===== src/rtl/vsync_field_sep.sv =====
module vsync_field_sep #(
  parameter int LW = 12
) (
  input  logic          clk,
  input  logic          rst_n,
  input  logic          csync_n,
  input  logic [LW-1:0] line_len,
  input  logic          progressive,
  output logic          vsync_n,
  output logic          field_odd
);
  localparam int CW = LW + 3;
  localparam logic [CW-1:0] SMAX = {1'b0, {(CW-1){1'b1}}};

  logic [CW-1:0] len, qtr, half, eighth, vlen, wdlim;
  assign len    = CW'(line_len);
  assign qtr    = len >> 2;
  assign half   = len >> 1;
  assign eighth = len >> 3;
  assign vlen   = len + (len << 1);
  assign wdlim  = len << 2;

  logic s_q, s_p;
  logic [CW-1:0] lo_cnt, sf, gap, vcnt, ph, fall_ph, sp;
  logic full_q, locked, odd_q;

  wire fall   = s_p & ~s_q;
  wire rise   = ~s_p & s_q;
  wire wd     = gap >= wdlim;
  wire hit    = ~s_q && (lo_cnt == qtr) && (vcnt == '0) && !wd;
  wire resync = rise && (lo_cnt <= qtr) && full_q;
  assign sp = sf + CW'(1);
  wire near_full = (sp >= len - eighth) && (sp <= len + eighth);
  wire pos_full  = (fall_ph <= eighth) || (fall_ph >= len - eighth);
  wire pos_half  = (fall_ph >= half - eighth) && (fall_ph <= half + eighth);

  always_ff @(posedge clk or negedge rst_n) begin
    if (!rst_n) begin
      s_q <= 1'b1;
      s_p <= 1'b1;
      lo_cnt <= '0;
      sf <= SMAX;
      gap <= '0;
    end else begin
      s_q <= csync_n;
      s_p <= s_q;
      lo_cnt <= s_q ? '0 : (lo_cnt == SMAX ? lo_cnt : lo_cnt + CW'(1));
      sf <= fall ? '0 : (sf == SMAX ? sf : sp);
      gap <= (fall || rise) ? '0 : (gap == SMAX ? gap : gap + CW'(1));
    end
  end

  always_ff @(posedge clk or negedge rst_n) begin
    if (!rst_n) begin
      full_q <= 1'b0;
      ph <= '0;
      fall_ph <= '0;
      locked <= 1'b0;
    end else begin
      if (fall) begin
        full_q <= near_full;
        fall_ph <= ph;
      end
      if (resync) ph <= lo_cnt + CW'(1);
      else ph <= (ph >= len - CW'(1)) ? '0 : ph + CW'(1);
      if (wd) locked <= 1'b0;
      else if (resync) locked <= 1'b1;
    end
  end

  always_ff @(posedge clk or negedge rst_n) begin
    if (!rst_n) begin
      vcnt <= '0;
      odd_q <= 1'b1;
    end else begin
      if (wd) vcnt <= '0;
      else if (hit) vcnt <= vlen;
      else if (vcnt != '0) vcnt <= vcnt - CW'(1);
      if (hit && locked) begin
        if (pos_full) odd_q <= 1'b1;
        else if (pos_half) odd_q <= 1'b0;
      end
    end
  end

  assign vsync_n   = (vcnt == '0);
  assign field_odd = progressive | odd_q;

  logic [CW-1:0] vs_len;
  always_ff @(posedge clk or negedge rst_n) begin
    if (!rst_n) vs_len <= '0;
    else vs_len <= vsync_n ? '0 : vs_len + CW'(1);
  end

  a_r1_low_input: assert property (@(posedge clk) disable iff (!rst_n)
    $fell(vsync_n) |-> $past(!s_q));
  a_r2_width_cap: assert property (@(posedge clk) disable iff (!rst_n)
    !vsync_n |-> vs_len < vlen);
  a_r6_field_at_vfall: assert property (@(posedge clk) disable iff (!rst_n)
    !$stable(odd_q) |-> (!vsync_n && $past(vsync_n)));
  a_r7_prog_high: assert property (@(posedge clk) disable iff (!rst_n)
    progressive |-> field_odd);
  a_r9_wd_release: assert property (@(posedge clk) disable iff (!rst_n)
    wd |=> vsync_n);
endmodule


===== config.mk =====
export PLATFORM = sky130hd
export DESIGN_NAME = vsync_field_sep
export DESIGN_NICKNAME = d
export VERILOG_FILES = /design/src/rtl/vsync_field_sep.sv
export SDC_FILE = /design/constraint.sdc
export NUM_CORES = 1
export LEC_CHECK = 0
export ABC_AREA = 1
export BUFFER_PORTS_ARGS = -buffer_cell sky130_fd_sc_hd__buf_2
export CAP_MARGIN = 20
export CORE_UTILIZATION = 45
export CTS_CLUSTER_DIAMETER = 60
export DETAILED_ROUTE_END_ITERATION = 10
export PLACE_DENSITY_LB_ADDON = 0.08
export SYNTH_ARGS = -nofsm -noshare
export SYNTH_HDL_FRONTEND = slang
export SYNTH_SLANG_ARGS = --single-unit

===== constraint.sdc =====
create_clock -name clk -period 2.5 [get_ports clk]
set_clock_uncertainty 0.05 [all_clocks]
set_input_delay 0.25 -clock clk [delete_from_list [all_inputs] [get_ports clk]]
set_output_delay 0.25 -clock clk [all_outputs]
set_load 0.02 [all_outputs]

# After elaboration in Yosys (flattened, before gate mapping)
# Cells that the tools add are included.
dict set report classes {
  n_lt_le_gt_ge 9
  div 0
  n_eq_ne 7
  n_shift 0
  n_reduce_logical 17
  n_mux 15
  multipliers 0
  bitwise 5
  add_sub_neg 11
}
# operator count
set op_table {}
lappend op_table {{2-to-1 mux 15 bit} 11}
lappend op_table {{adder 15 x 1 -> 15 bit (second input constant)} 4}
lappend op_table {{greater-or-equal comparator 15 bit} 4}
lappend op_table {{== test 15 x 14 -> 1 bit (second input constant)} 3}
lappend op_table {{== test 15 x 10 -> 1 bit} 1}
lappend op_table {{greater-or-equal comparator 15 x 14 -> 1 bit} 1}
lappend op_table {{less-or-equal comparator 15 x 10 -> 1 bit} 1}
lappend op_table {{less-or-equal comparator 15 x 12 -> 1 bit} 1}
lappend op_table {{less-or-equal comparator 15 x 13 -> 1 bit} 1}
lappend op_table {{less-or-equal comparator 15 x 9 -> 1 bit} 1}
lappend op_table {{logical NOT 15 bit} 1}
lappend op_table {{nonzero test 15 bit} 1}
lappend op_table {{subtractor 15 x 1 -> 15 bit (second input constant)} 1}
lappend op_table {{adder 12 x 13 -> 14 bit} 1}
lappend op_table {{adder 12 x 9 -> 13 bit} 1}
lappend op_table {{subtractor 12 x 1 -> 13 bit (second input constant)} 1}
lappend op_table {{subtractor 12 x 9 -> 13 bit} 1}
lappend op_table {{adder 11 x 9 -> 12 bit} 1}
lappend op_table {{subtractor 11 x 9 -> 12 bit} 1}
lappend op_table {{logical AND 1 bit} 8}
lappend op_table {{!= test 2 bit (second input constant)} 3}
lappend op_table {{2-to-1 mux 1 bit} 4}
lappend op_table {{nonzero test 2 bit} 2}
lappend op_table {{nonzero test 3 bit} 1}
lappend op_table {{6 further kinds} 9}
dict set report word_totals {
  n_memories 0
  out_inout_bits 2
  latch_bits 0
  mem_bits_ro 0
  word_cells 75
  mem_bits_rw 0
  inputBits 16
  register_bits 95
}

# Longest topological paths before layout
dict set report logic_depth {
  word_depth 6
  mapped_depth 24
  mapped_depth_nobuf 23
}

# Worst setup path before layout
# No wires, ideal clock.
dict set report synth_path {
  kind {in2reg}
  from {input line_len[1]}
  to {register odd_q}
  t_required_ps 2375
  arrival_time_ps 2716
  path_slack_ps -341
  setup_ps 75
  cell_stages 17
  path_buffers 0
  path_cell_list {inv_1 ha_1 fa_1 nor4_1 nor2_1 o21ai_0 nand2_1 nand3_1 xor2_1 ha_1 inv_1 nor4_1 nand2_1 nand3_1 nand4_1 nand2_1 nand2_1}
}
dict set report synth_between {
  elab_chain_cells 5
  word_cells_on_any_way 15
  cone_classes {add/sub: 3; order compare: 4; mux: 1; reduce/logical: 7}
}
# item line_no
set synth_rtl {}
lappend synth_rtl {{start, declared} 7} ;# input logic [LW-1:0] line_len,
lappend synth_rtl {{subtractor 12 x 9 -> 13 bit, or another cell as far along} 34} ;# wire pos_full = (fall_ph <= eighth) || (fall_ph >= len - eighth);
lappend synth_rtl {{greater-or-equal comparator 15 bit, or another cell as far along} 34}
lappend synth_rtl {{logical OR 1 bit, or another cell as far along} 34}
lappend synth_rtl {{nonzero test 2 bit (no line) or logical AND 1 bit (tied branches)} --}
lappend synth_rtl {{AND reduction 2 bit (no line)} --}
lappend synth_rtl {{end signal, assigned} 74} ;# odd_q <= 1'b1;
lappend synth_rtl {{end signal, assigned} 80} ;# if (pos_full) odd_q <= 1'b1;
lappend synth_rtl {{end signal, assigned} 81} ;# else if (pos_half) odd_q <= 1'b0;
lappend synth_rtl {{end, declared} 25} ;# logic full_q, locked, odd_q;
# Parallel ways exist; a longest one is shown, timed or not.
# A chain may end at the register's enable or synchronous reset.

# Final worst setup path
dict set report layout_path {
  from {input line_len[6]}
  to {register full_q}
}
dict set report layout_between {
  elab_chain_cells 3
  word_cells_on_any_way 5
  cone_classes {add/sub: 2; order compare: 2; reduce/logical: 1}
}
# item line_no
set layout_rtl {}
lappend layout_rtl {{subtractor 12 x 9 -> 13 bit or adder 12 x 9 -> 13 bit (tied branches)} 33} ;# wire near_full = (sp >= len - eighth) && (sp <= len + eighth);
lappend layout_rtl {{greater-or-equal comparator 15 bit or less-or-equal comparator 15 x 13 -> 1 bit (tied branches)} 33}
lappend layout_rtl {{logical AND 1 bit *} 33}
lappend layout_rtl {{end signal, assigned} 61} ;# full_q <= near_full;
lappend layout_rtl {{end, declared} 25}
# Every way passes the cells marked *; elsewhere a longest branch is shown, timed or not.

==> metrics.txt <==
top-count cell post-synth=nand2_1; H-Tree Level Count=3; clk sinks=95; Distinct cells, synth=55; status=complete, but fails checks; hpwl dp=26.5 mm; Yosys warnings=0; violated checks=negative setup slack; Remaining Overflow, GRT=0; CP Cell Sequence=buf_8, clkinvlp_4, ha_4, inv_4, a21oi_4, o21ai_2, a21o_1, a21oi_2, nor2_1, nor2_1, xor2_1, ha_1, a21oi_2, nor3_2, a211oi_2, nand2_1, nand2_1, nand2_1, a21oi_2, nand2_1, nand2_1; # fillers=2123; Max FO, Critical Path=3; slew margin rel.=63.2%; wirelength, routed=33.1 mm; CP peak stage delay=340 ps; Clk Latency, worst-skew pair=370 ps; Worst EP required=2760 ps; Synth area leaders=ha_1 (22%), dfrtp_1 (19%), nand2_1 (11%); RePlAce Congestion=0.929; vias in the first global route=9977; FF+latch count, synth=95; initial antenna violation count=1; leading area contributor after synthesis=ha_1; chip width=154 µm; Worst-path clk slew=80 ps; CP max stage cell=ha_4; Cell Area, Synth=0.0104 mm²; number of synthesized flops with an enable pin=0; Avg Inst Size Synth=7.39 µm²; fmax=0.364 GHz; Nets=1853; endpoint class of the critical path=flip-flop; Synth top area share=21.9%; number of buffers created by CTS=9; Mapped Cells=1406; Pwr Density=533 mW/mm²; total number of vias=10300; fraction of registers with async set/reset=100%; PnR worst setup slack=-249 ps; final core occ=59.7%; GR Util met3=2.99%; Die Y=154 µm; CTS tree=done; Leakage Power=6.84 nW; Peak VDD IR=332 µV; Starting Density=45.9%; worst hold slack=206 ps; multi-input logic area=0.00772 mm²; Diodes inserted=0; dpl cells=1888; Pwr Total=0.00721 W; Post-Syn Nets=1609; Data arrival, critical path=3000 ps; layout cell share with drive strength beyond 1=25.7%; FP Rows=55; Final Critical Period=2750 ps; Least-Margin Pin Slew=552 ps; clock buffer depth=2; M2 GR Usage=47.7%; die area=0.0237 mm²; fin crit share=110%; Setup Crit Path Kind=input port to flip-flop; setup violators final=17; Antenna Violating Nets Remaining=0; met1 Resource Use GR=37.7%; Avg WL per Cell=17.1 µm; gr busiest metal=met2; # port buffers=17; post-synthesis sequential area ratio=23.1%; # IOs=18; HP Class=input port to async pin; Via density=5.30; core area=0.0226 mm²; Hold Vio Cnt, Final=0; drt first-iter violations=532; synth cell count leaders=nand2_1 (299), inv_1 (183), ha_1 (182); Non-Filler Instances=1940; CTS root buf=clkbuf_16; first-pass GRT wire length=52.0 mm; Post-synth top flop=dfrtp_1; sequential cell area=0.00240 mm²; max-slew violations=0; Max Cap Violations=0; area grow syn2layout=30.1%; most frequent CP cell=nand2_1; drt drc=0; total track usage=28.4%; Critical Path Source Type=input port; largest net degree at the start of global routing=50; unrepaired setup endpoints after global routing=true; detailed-router iteration count before antenna repair=5
repair_timing:
item	in CTS	in global routing
setup endpoints to repair	17	19
hold endpoints to repair	55	0
buffers inserted	17	16
gates resized for setup	63	66
hold buffers	2	0
pin swaps	22	44
cloned	0	1
sequential cells by signal (all words and copies together) (netlist names):
| signal | cells |
|---|---|
| vcnt | 15 |
| locked | 1 |
| s_q | 1 |
| full_q | 1 |
| gap | 15 |
| sf | 15 |
| lo_cnt | 15 |
| ph | 15 |
| odd_q | 1 |
| fall_ph | 15 |
| s_p | 1 |
power breakdown:
group          switching, W  internal, W  total (W)
combinational       0.00196      0.00159    0.00355
sequential         0.000334      0.00183    0.00216
clock              0.000777     0.000718    0.00149
layout by cell type, fill, tap and decap left out, drive strengths merged, types with 2 or more instances in the layout:
cell type / n
dfstp: 17
a31oi: 5
clkbuf: 10
nand3: 86
o211ai: 8
o21a: 4
o21bai: 3
inv: 183
nor3b: 2
clkinv: 9
ha: 182
xnor2: 14
and3: 3
a211oi: 9
o21ai: 81
clkinvlp: 6
xor2: 76
nand3b: 7
or2: 2
buf: 246
nor4: 14
nand4: 38
fa: 5
nand2: 302
a21oi: 95
o31ai: 6
nor3: 37
dlygate4sd3: 2
nor2: 118
dfrtp: 78
worst max-delay path, delay by kind of cell:
kind | cells | cell delay, ps
buf+inv | 3 | 290
fa+ha+maj | 2 | 630
simple gates | 8 | 560
xor+xnor | 1 | 230
compound gates | 7 | 1060
cell families (layout without fill, tap and decap cells):
| kind of cell | after synthesis | in the layout | share of synthesized area (%) |
|---|---|---|---|
| simple gates | 609 | 609 | 27.1 |
| buf+inv | 207 | 456 | 7.66 |
| compound gates | 218 | 218 | 11.7 |
| xor+xnor | 90 | 90 | 7.59 |
| flops | 95 | 95 | 23.1 |
| fa+ha+maj | 187 | 187 | 22.9 |
worst paths after layout:
kind / end / slack, ps / start / cells after the start
max: full_q / -250 / line_len[6] / 21
min: vcnt[11] / 210 / rst_n / 2
max reg2reg: full_q / -230 / sf[0] / 18
min reg2reg: odd_q / 430 / odd_q / 2
max in group asynchronous: odd_q / 1410 / rst_n / 3
min in group clk: vcnt[0] / 330 / line_len[0] / 6
per-layer routing:
| metal | vias up | part of all wire [%] |
|---|---|---|
| li1 | 5188 | - |
| met1 | 4871 | 47 |
| met2 | 173 | 47 |
| met3 | 47 | 3.0 |
| met4 | 0 | 2.8 |
| met5 | - | 0 |
area by class of cell:
class,instances,area share (%)
Clock buffer,9,1.67
Clock inverter,7,0.638
Inverter,191,5.56
Multi-Input combinational cell,1104,57.1
Tap cell,285,2.64
Timing Repair Buffer,249,14.7
Sequential cell,95,17.7
through the flow:
step           setup WS (ps)  instance area (µm²)  setup TNS [ps]
6_report                -249                13500           -1670
5_1_grt                 -442                13500           -4880
4_1_cts                 -201                13100            -376
3_5_place_dp            -676                12400           -9490
3_3_place_gp            -654                12400           -8390
2_1_floorplan           -272                10500            -472
No activity file was read; power rests on OpenSTA's default activity.
